--- src/rtl/raster_pkg.sv ---
`timescale 1ns/1ps
package raster_pkg;
   localparam int unsigned DEF_H_TOTAL       = 1024;
   localparam int unsigned DEF_HSYNC_END     = 75;
   localparam int unsigned DEF_HACT_FIRST    = 256;
   localparam int unsigned DEF_HACT_COUNT    = 640;
   localparam int unsigned DEF_V_TOTAL       = 312;
   localparam int unsigned DEF_VSYNC_END_LN  = 2;
   localparam int unsigned DEF_VSYNC_END_POS = 512;
   localparam int unsigned DEF_VACT_FIRST    = 38;
   localparam int unsigned DEF_VACT_COUNT    = 256;

   function automatic int unsigned cnt_width(int unsigned n);
      return (n < 2) ? 1 : $clog2(n);
   endfunction
endpackage

--- src/rtl/rs_axis_counter.sv ---
`timescale 1ns/1ps
module rs_axis_counter #(
   parameter int unsigned LIMIT = 1024,
   parameter int unsigned W     = 10
) (
   input  logic         clk,
   input  logic         rst,
   input  logic         adv,
   output logic [W-1:0] cnt
);
   localparam logic [W-1:0] TOP = W'(LIMIT - 1);

   always_ff @(posedge clk) begin
      if (rst)
         cnt <= '0;
      else if (adv)
         cnt <= (cnt == TOP) ? '0 : cnt + 1'b1;
   end
endmodule

--- src/rtl/rs_range_decode.sv ---
`timescale 1ns/1ps
module rs_range_decode #(
   parameter int unsigned W     = 10,
   parameter int unsigned FIRST = 0,
   parameter int unsigned COUNT = 1
) (
   input  logic [W-1:0] val,
   output logic         hit
);
   localparam logic [W-1:0] LO = W'(FIRST);
   localparam logic [W-1:0] HI = W'(FIRST + COUNT - 1);

   generate
      if (FIRST == 0) begin : g_from_zero
         assign hit = (val <= HI);
      end else begin : g_bounded
         assign hit = (val >= LO) && (val <= HI);
      end
   endgenerate
endmodule

--- src/rtl/rs_event_flag.sv ---
`timescale 1ns/1ps
module rs_event_flag #(
   parameter logic INIT = 1'b1
) (
   input  logic clk,
   input  logic rst,
   input  logic to_one,
   input  logic to_zero,
   output logic q
);
   always_ff @(posedge clk) begin
      if (rst)
         q <= INIT;
      else if (to_zero)
         q <= 1'b0;
      else if (to_one)
         q <= 1'b1;
   end
endmodule

--- src/rtl/raster_sync_gen.sv ---
`timescale 1ns/1ps
module raster_sync_gen
   import raster_pkg::*;
#(
   parameter int unsigned H_TOTAL       = DEF_H_TOTAL,
   parameter int unsigned HSYNC_END     = DEF_HSYNC_END,
   parameter int unsigned HACT_FIRST    = DEF_HACT_FIRST,
   parameter int unsigned HACT_COUNT    = DEF_HACT_COUNT,
   parameter int unsigned V_TOTAL       = DEF_V_TOTAL,
   parameter int unsigned VSYNC_END_LN  = DEF_VSYNC_END_LN,
   parameter int unsigned VSYNC_END_POS = DEF_VSYNC_END_POS,
   parameter int unsigned VACT_FIRST    = DEF_VACT_FIRST,
   parameter int unsigned VACT_COUNT    = DEF_VACT_COUNT,
   localparam int unsigned XW = cnt_width(H_TOTAL),
   localparam int unsigned YW = cnt_width(V_TOTAL)
) (
   input  logic          clk,
   input  logic          rst,
   output logic [XW-1:0] x,
   output logic [YW-1:0] y,
   output logic          hsync_n,
   output logic          vsync_n,
   output logic          in_frame,
   output logic          read_window,
   output logic          irq_vsync,
   output logic          line_start,
   output logic          frame_start
);
   localparam int unsigned IRQ_LINE = VACT_FIRST + VACT_COUNT;

   // elaboration-time parameter checks
   generate
      if (H_TOTAL < 2 || V_TOTAL < 2) begin : g_bad_total
         $error("raster_sync_gen: totals must be at least 2");
      end
      if (HSYNC_END == 0 || HSYNC_END >= H_TOTAL) begin : g_bad_hs
         $error("raster_sync_gen: HSYNC_END out of range");
      end
      if (HACT_COUNT == 0 || HACT_FIRST + HACT_COUNT > H_TOTAL) begin : g_bad_hact
         $error("raster_sync_gen: horizontal window out of range");
      end
      if (VACT_COUNT == 0 || IRQ_LINE >= V_TOTAL) begin : g_bad_vact
         $error("raster_sync_gen: vertical window leaves no line for the interrupt");
      end
      if (VSYNC_END_LN >= V_TOTAL || VSYNC_END_POS >= H_TOTAL
          || (VSYNC_END_LN == 0 && VSYNC_END_POS == 0)) begin : g_bad_vs
         $error("raster_sync_gen: frame sync end out of range");
      end
   endgenerate

   logic x_last;
   logic at_top;
   logic hs_done;
   logic vs_done;
   logic irq_hit;
   logic line_hit;
   logic col_hit;

   assign x_last = (x == XW'(H_TOTAL - 1));

   rs_axis_counter #(.LIMIT(H_TOTAL), .W(XW)) u_xcnt (
      .clk(clk), .rst(rst), .adv(1'b1), .cnt(x)
   );

   rs_axis_counter #(.LIMIT(V_TOTAL), .W(YW)) u_ycnt (
      .clk(clk), .rst(rst), .adv(x_last), .cnt(y)
   );

   assign line_start  = (x == '0);
   assign at_top      = line_start && (y == '0);
   assign frame_start = at_top;
   assign hs_done     = (x == XW'(HSYNC_END));
   assign vs_done     = (y == YW'(VSYNC_END_LN)) && (x == XW'(VSYNC_END_POS));
   assign irq_hit     = line_start && (y == YW'(IRQ_LINE));

   rs_event_flag #(.INIT(1'b1)) u_hsync (
      .clk(clk), .rst(rst), .to_one(hs_done), .to_zero(line_start), .q(hsync_n)
   );

   rs_event_flag #(.INIT(1'b1)) u_vsync (
      .clk(clk), .rst(rst), .to_one(vs_done), .to_zero(at_top), .q(vsync_n)
   );

   rs_event_flag #(.INIT(1'b0)) u_irq (
      .clk(clk), .rst(rst), .to_one(irq_hit), .to_zero(at_top), .q(irq_vsync)
   );

   rs_range_decode #(.W(YW), .FIRST(VACT_FIRST), .COUNT(VACT_COUNT)) u_vwin (
      .val(y), .hit(line_hit)
   );

   rs_range_decode #(.W(XW), .FIRST(HACT_FIRST), .COUNT(HACT_COUNT)) u_hwin (
      .val(x), .hit(col_hit)
   );

   assign in_frame    = line_hit;
   assign read_window = line_hit && col_hit;
endmodule

--- config.mk ---
export PLATFORM = sky130hd
export DESIGN_NAME = raster_sync_gen
export DESIGN_NICKNAME = d
export VERILOG_FILES = /design/src/rtl/raster_pkg.sv /design/src/rtl/rs_axis_counter.sv /design/src/rtl/rs_range_decode.sv /design/src/rtl/rs_event_flag.sv /design/src/rtl/raster_sync_gen.sv
export SDC_FILE = /design/constraint.sdc
export NUM_CORES = 1
export LEC_CHECK = 0
export BUFFER_PORTS_ARGS = -buffer_cell sky130_fd_sc_hd__buf_2
export CAP_MARGIN = 15
export CORE_MARGIN = 1
export CORE_UTILIZATION = 56
export CTS_BUF_LIST = sky130_fd_sc_hd__clkbuf_8 sky130_fd_sc_hd__clkbuf_16
export CTS_CLUSTER_DIAMETER = 150
export CTS_CLUSTER_SIZE = 30
export DETAILED_ROUTE_END_ITERATION = 16
export HOLD_SLACK_MARGIN = 0.03
export PLACE_DENSITY = 0.94
export SETUP_SLACK_MARGIN = 0.4
export SLEW_MARGIN = 20
export SYNTH_ARGS = -nofsm -noshare
export SYNTH_HDL_FRONTEND = slang
export SYNTH_SLANG_ARGS = --single-unit
--- constraint.sdc ---
create_clock -name clk -period 3.05 [get_ports clk]
set_input_delay 0.61 -clock clk [delete_from_list [all_inputs] [get_ports clk]]
set_output_delay 0.61 -clock clk [all_outputs]
set_load 0.01 [all_outputs]
Word level (Yosys, flattened, before mapping):

Index checks and enable logic that the tools add are counted.

* output and inout port bits: 26
* flip-flop bits (word level): 22
* bits of input ports: 2

* reductions and logical operators: 12
* add/subtract/negate cells: 2
* multiplexer cells: 5
* equality and inequality tests: 6
* order comparisons: 4

Operators with widths (number)
* equality test 10 bit, second input constant: 2
* equality test 9 bit, second input constant: 2
* adder 10 x 1 -> 10 bit, second input constant: 1
* equality test 10 x 7 -> 1 bit, second input constant: 1
* >= comparator 10 x 9 -> 1 bit, second input constant: 1
* less-or-equal comparator 10 bit, second input constant: 1
* logical NOT 10 bit: 1
* adder 9 x 1 -> 9 bit, second input constant: 1
* equality test 9 x 2 -> 1 bit, second input constant: 1
* >= comparator 9 x 6 -> 1 bit, second input constant: 1
* less-or-equal comparator 9 bit, second input constant: 1
* logical NOT 9 bit: 1
* 2-to-1 mux 9 bit: 1
* logical AND 1 bit: 6
* 2-to-1 mux 1 bit: 4
* nonzero test 2 bit: 2
* OR reduction 2 bit: 2

Depth between registers and ports, before layout:

* word-level depth: 4
* gate-level depth with buffers: 6

Modules after synthesis:

Synthesis repeated with hierarchy kept, for this count alone.

* cell total of the unflattened synthesis: 137
* area total of the unflattened synthesis: 1207.4 um^2

By module, submodules not included
* rs_axis_counter at u_xcnt: area an instance 500.5 um^2, cells each 56, seq. area each 200.2 um^2, instances 1
* rs_axis_counter at u_ycnt: area an instance 421.7 um^2, cells each 47, seq. area each 180.2 um^2, instances 1
* raster_sync_gen: area an instance 138.9 um^2, cells each 20, seq. area each 0.0 um^2, instances 1
* rs_event_flag at u_hsync ...: area an instance 35.0 um^2, cells each 3, seq. area each 20.0 um^2, instances 2
* rs_event_flag at u_irq: area an instance 33.8 um^2, cells each 3, seq. area each 20.0 um^2, instances 1
* rs_range_decode at u_vwin: area an instance 30.0 um^2, cells each 3, seq. area each 0.0 um^2, instances 1
* rs_range_decode at u_hwin: area an instance 12.5 um^2, cells each 2, seq. area each 0.0 um^2, instances 1

Least setup slack after synthesis:

No wires, ideal clock.

* path type: register to output
* start point: register u_ycnt.cnt[0]
* end point: output port read_window
* path slack: 824 ps
* data required time: 2440 ps
* stages on the path, launching flop included: 7
* data arrival time: 1616 ps
* cell sequence: dfxtp_1 inv_1 ha_1 o21ai_0 nand2_1 a2111oi_0 a211oi_1

* cells in the longest elaborated chain, start to end: 3

RTL lines
* from (decl): RTL line rs_axis_counter.sv:9 `output logic [W-1:0] cnt`
* from (signal assigned): RTL line rs_axis_counter.sv:17 `cnt <= (cnt == TOP) ? '0 : cnt + 1'b1;`
* >= comparator 9 x 6 -> 1 bit / less-or-equal comparator 9 bit (equally long branches): RTL line rs_range_decode.sv:17 `assign hit = (val >= LO) && (val <= HI);`
* logical AND 1 bit (*): RTL line rs_range_decode.sv:17
* logical AND 1 bit (*): RTL line raster_sync_gen.sv:97 `assign read_window = line_hit && col_hit;`
* to (decl): RTL line raster_sync_gen.sv:24 `output logic read_window,`

Mark *: on every way between the ends. The rest lies on a longest branch, timed or not.

Final worst setup path:

* start point: register u_xcnt.cnt[0]
* end point: output port line_start

* cells in the longest elaborated chain, start to end: 1

RTL lines
* from (decl): RTL line rs_axis_counter.sv:9
* from (signal assigned): RTL line rs_axis_counter.sv:17
* logical NOT 10 bit: RTL line raster_sync_gen.sv:69 `assign line_start = (x == '0);`
* to (decl): RTL line raster_sync_gen.sv:26 `output logic line_start,`

Every way passes these cells.

==> impl_metrics.ini <==
[outcome]
status = finished, final reports clean

[critical_path]
startpoint_type = flop
cp_data_required_time_ps = 2440
critPathKind = reg2out
ff2ff_setup_slack_ps = 920
worst_path_largest_cell_delay_ps = 480
cp.arrival_ps = 1900
cp_max_fo = 6
cp-end-kind = output pin
path_cells = inv_1 > ha_1 > or3b_2 > nor4_2 > buf_2
cp_slowest_cell = or3b_2

[placed_design]
numPortBuffers = 27
place_inst = 187
hpwl_um = 2140
place_congestion = 0.917

[synthesis]
synth_area_um2 = 1200
synthCells = 138
synth.area.top_cells = dfxtp_1, ha_1, nor2_1
syn_nets = 146
synth_cell_types = 38
synth_top_area_share_pct = 36.8
ys_ff_latch = 22
synth_edf_count = 0
post-synth-top-area-cell = dfxtp_1
synthFlopType = dfxtp_1
yosysSeqAreaShare_pct = 36.8
synth_common_cells = dfxtp_1, nor2_1, nand2_1
synth.most_common_cell = dfxtp_1
syn_area_per_cell_um2 = 8.67
synthArstFlopShare_pct = 0
synth_warnings = 0

[timing]
tns_ps = 0
final-setup-viol-count = 0
tightest_slew_ps = 459
fin_crit_sh_pct = 82.3
relSlewSlack_pct = 69.1
holdWs_ps = 496
finalMaxSlewViolations = 0
rsz0062_at_grt = no
finalCriticalPeriod_ps = 2510
fin_worst_skew_ps = 2.48
fmax_mhz = 399
final_hold_viol_count = 0

[clock_network]
clock_sinks = 22
clock_latency_ps = 260
cts_buffers = 3
clk_path_buf_depth = 2
cts_hold_buf = 0
post_cts_buffers = 0
root_buffer = clkbuf_8
h-tree-depth = 1
tritoncts = built
clk_pin_slew_ps = 80

[routing]
avgViaCountPerCell = 6.14
wl_um = 3030
via_count = 1173
first_pass_iters = 5
wire_per_inst_um = 15.9
postRouteAntennaNets = 0
route.detailed.drc = 0
drt-initial-drc-count = 84

[pwr]
p_leak_nw = 0.597
power_mw = 0.556
peakVddDrop_mv = 0.344
power.density_nw_per_um2 = 392

[finish]
fin_cells = 191
area_delta_synth_final_pct = 18.7
fillers = 145
n_antenna_cell = 0
final_nets = 173
layout-drive-gt1-share_pct = 24.4

[floorplan]
core_um2 = 1980
rows = 16
die_h_um = 48.2
die_area_um2 = 2320
io_pins = 28
initial_core_util_pct = 60.4
chipWidth_um = 48.2

[global_routing]
grt_pass1_vias = 953
overflow = 0
grt_start_max_net_pins = 13
grt_pass1_wl_um = 4510
grt_usage_pct = 28.4
antenna_found_initial = 0

[min_path]
hp-class = reg2reg

[flow_run]
drv_cap = 0
==> cells in the final DEF (no fill, tap or decap), types with 4 or more instances in the layout <==
cell,synthesis,final
xnor2_1,4,4
o21ai_0,8,8
nand2_1,9,9
ha_1,6,6
dfxtp_1,22,21
buf_2,3,27
clkbuf_8,0,4
nor3_1,5,5
nand3_1,7,7
xor2_1,5,5
a21oi_1,4,4
inv_1,5,5
nor2_1,15,15
or4_1,4,4
==> final timing paths <==
kind	to	cells after the start	start
setup / recovery	line_start	5	u_xcnt.cnt[0]
hold / removal	u_xcnt.cnt[0]	1	u_xcnt.cnt[0]
setup reg to reg	u_ycnt.cnt[5]	5	u_xcnt.cnt[0]
hold reg to reg	u_xcnt.cnt[0]	1	u_xcnt.cnt[0]
==> power breakdown <==
| group | switching, mW | internal [mW] | total, mW |
|---|---|---|---|
| logic | 0.0282 | 0.0190 | 0.0472 |
| clock network | 0.0944 | 0.115 | 0.209 |
| registers | 0.00700 | 0.293 | 0.300 |
| total | 0.130 | 0.427 | 0.556 |
==> metal layers <==
metal,up-vias,global-route usage [%],share of wire (%)
li1,564,-,-
met1,529,39.0,40
met2,71,44.0,48
met3,9,4.07,11
met4,0,12.8,2.0
met5,-,0,0
==> flip-flops by register name, indices dropped and copies added (netlist names) <==
signal / flops
u_hsync.q: 1
u_irq.q: 1
u_vsync.q: 1
u_xcnt.cnt: 10
u_ycnt.cnt: 9
==> worst max-delay path: cells and delay by family (launching register included) <==
kind                     cells  cell delay [ps]
AND/OR/NAND/NOR              2              860
adder cells (fa/ha/maj)      1              140
flip-flops                   1              360
buffers and inverters        2              280
==> stage by stage <==
stage / util (%) / instance area, um^2 / worst slack, ps
4_1_cts: 70.8 / 1400 / 425
2_1_floorplan: - / 1200 / 824
6_report: 71.7 / 1420 / 541
5_1_grt: 71.7 / 1420 / 419
3_3_place_gp: 67.7 / 1340 / 711
3_5_place_dp: 67.7 / 1340 / 473
==> logic make-up after synthesis <==
| group | share of synthesized area [%] |
|---|---|
| AND/OR/NAND/NOR | 29.7 |
| AO/OA/AOI/OAI | 16.2 |
| flip-flops | 36.8 |
| buffers and inverters | 4.39 |
| XOR/XNOR | 6.59 |
| adder cells (fa/ha/maj) | 6.28 |
==> what timing repair did <==
item / 4_1_cts / 5_1_grt
endpoints found under the setup margin: 2 / 2
pin swaps: 0 / 1
gates resized for setup: 2 / 3
==> area by class of cell <==
cell class / instances / area (um^2) / area share (%)
well taps: 27 / 33.8 / 2.38
clock buffers: 4 / 55.1 / 3.88
multi-input cells: 104 / 722 / 50.8
inverters: 6 / 22.5 / 1.59
flip-flops and latches: 22 / 444 / 31.3
repair buffers: 28 / 143 / 10.0
Power figures use the tool's default switching activity.
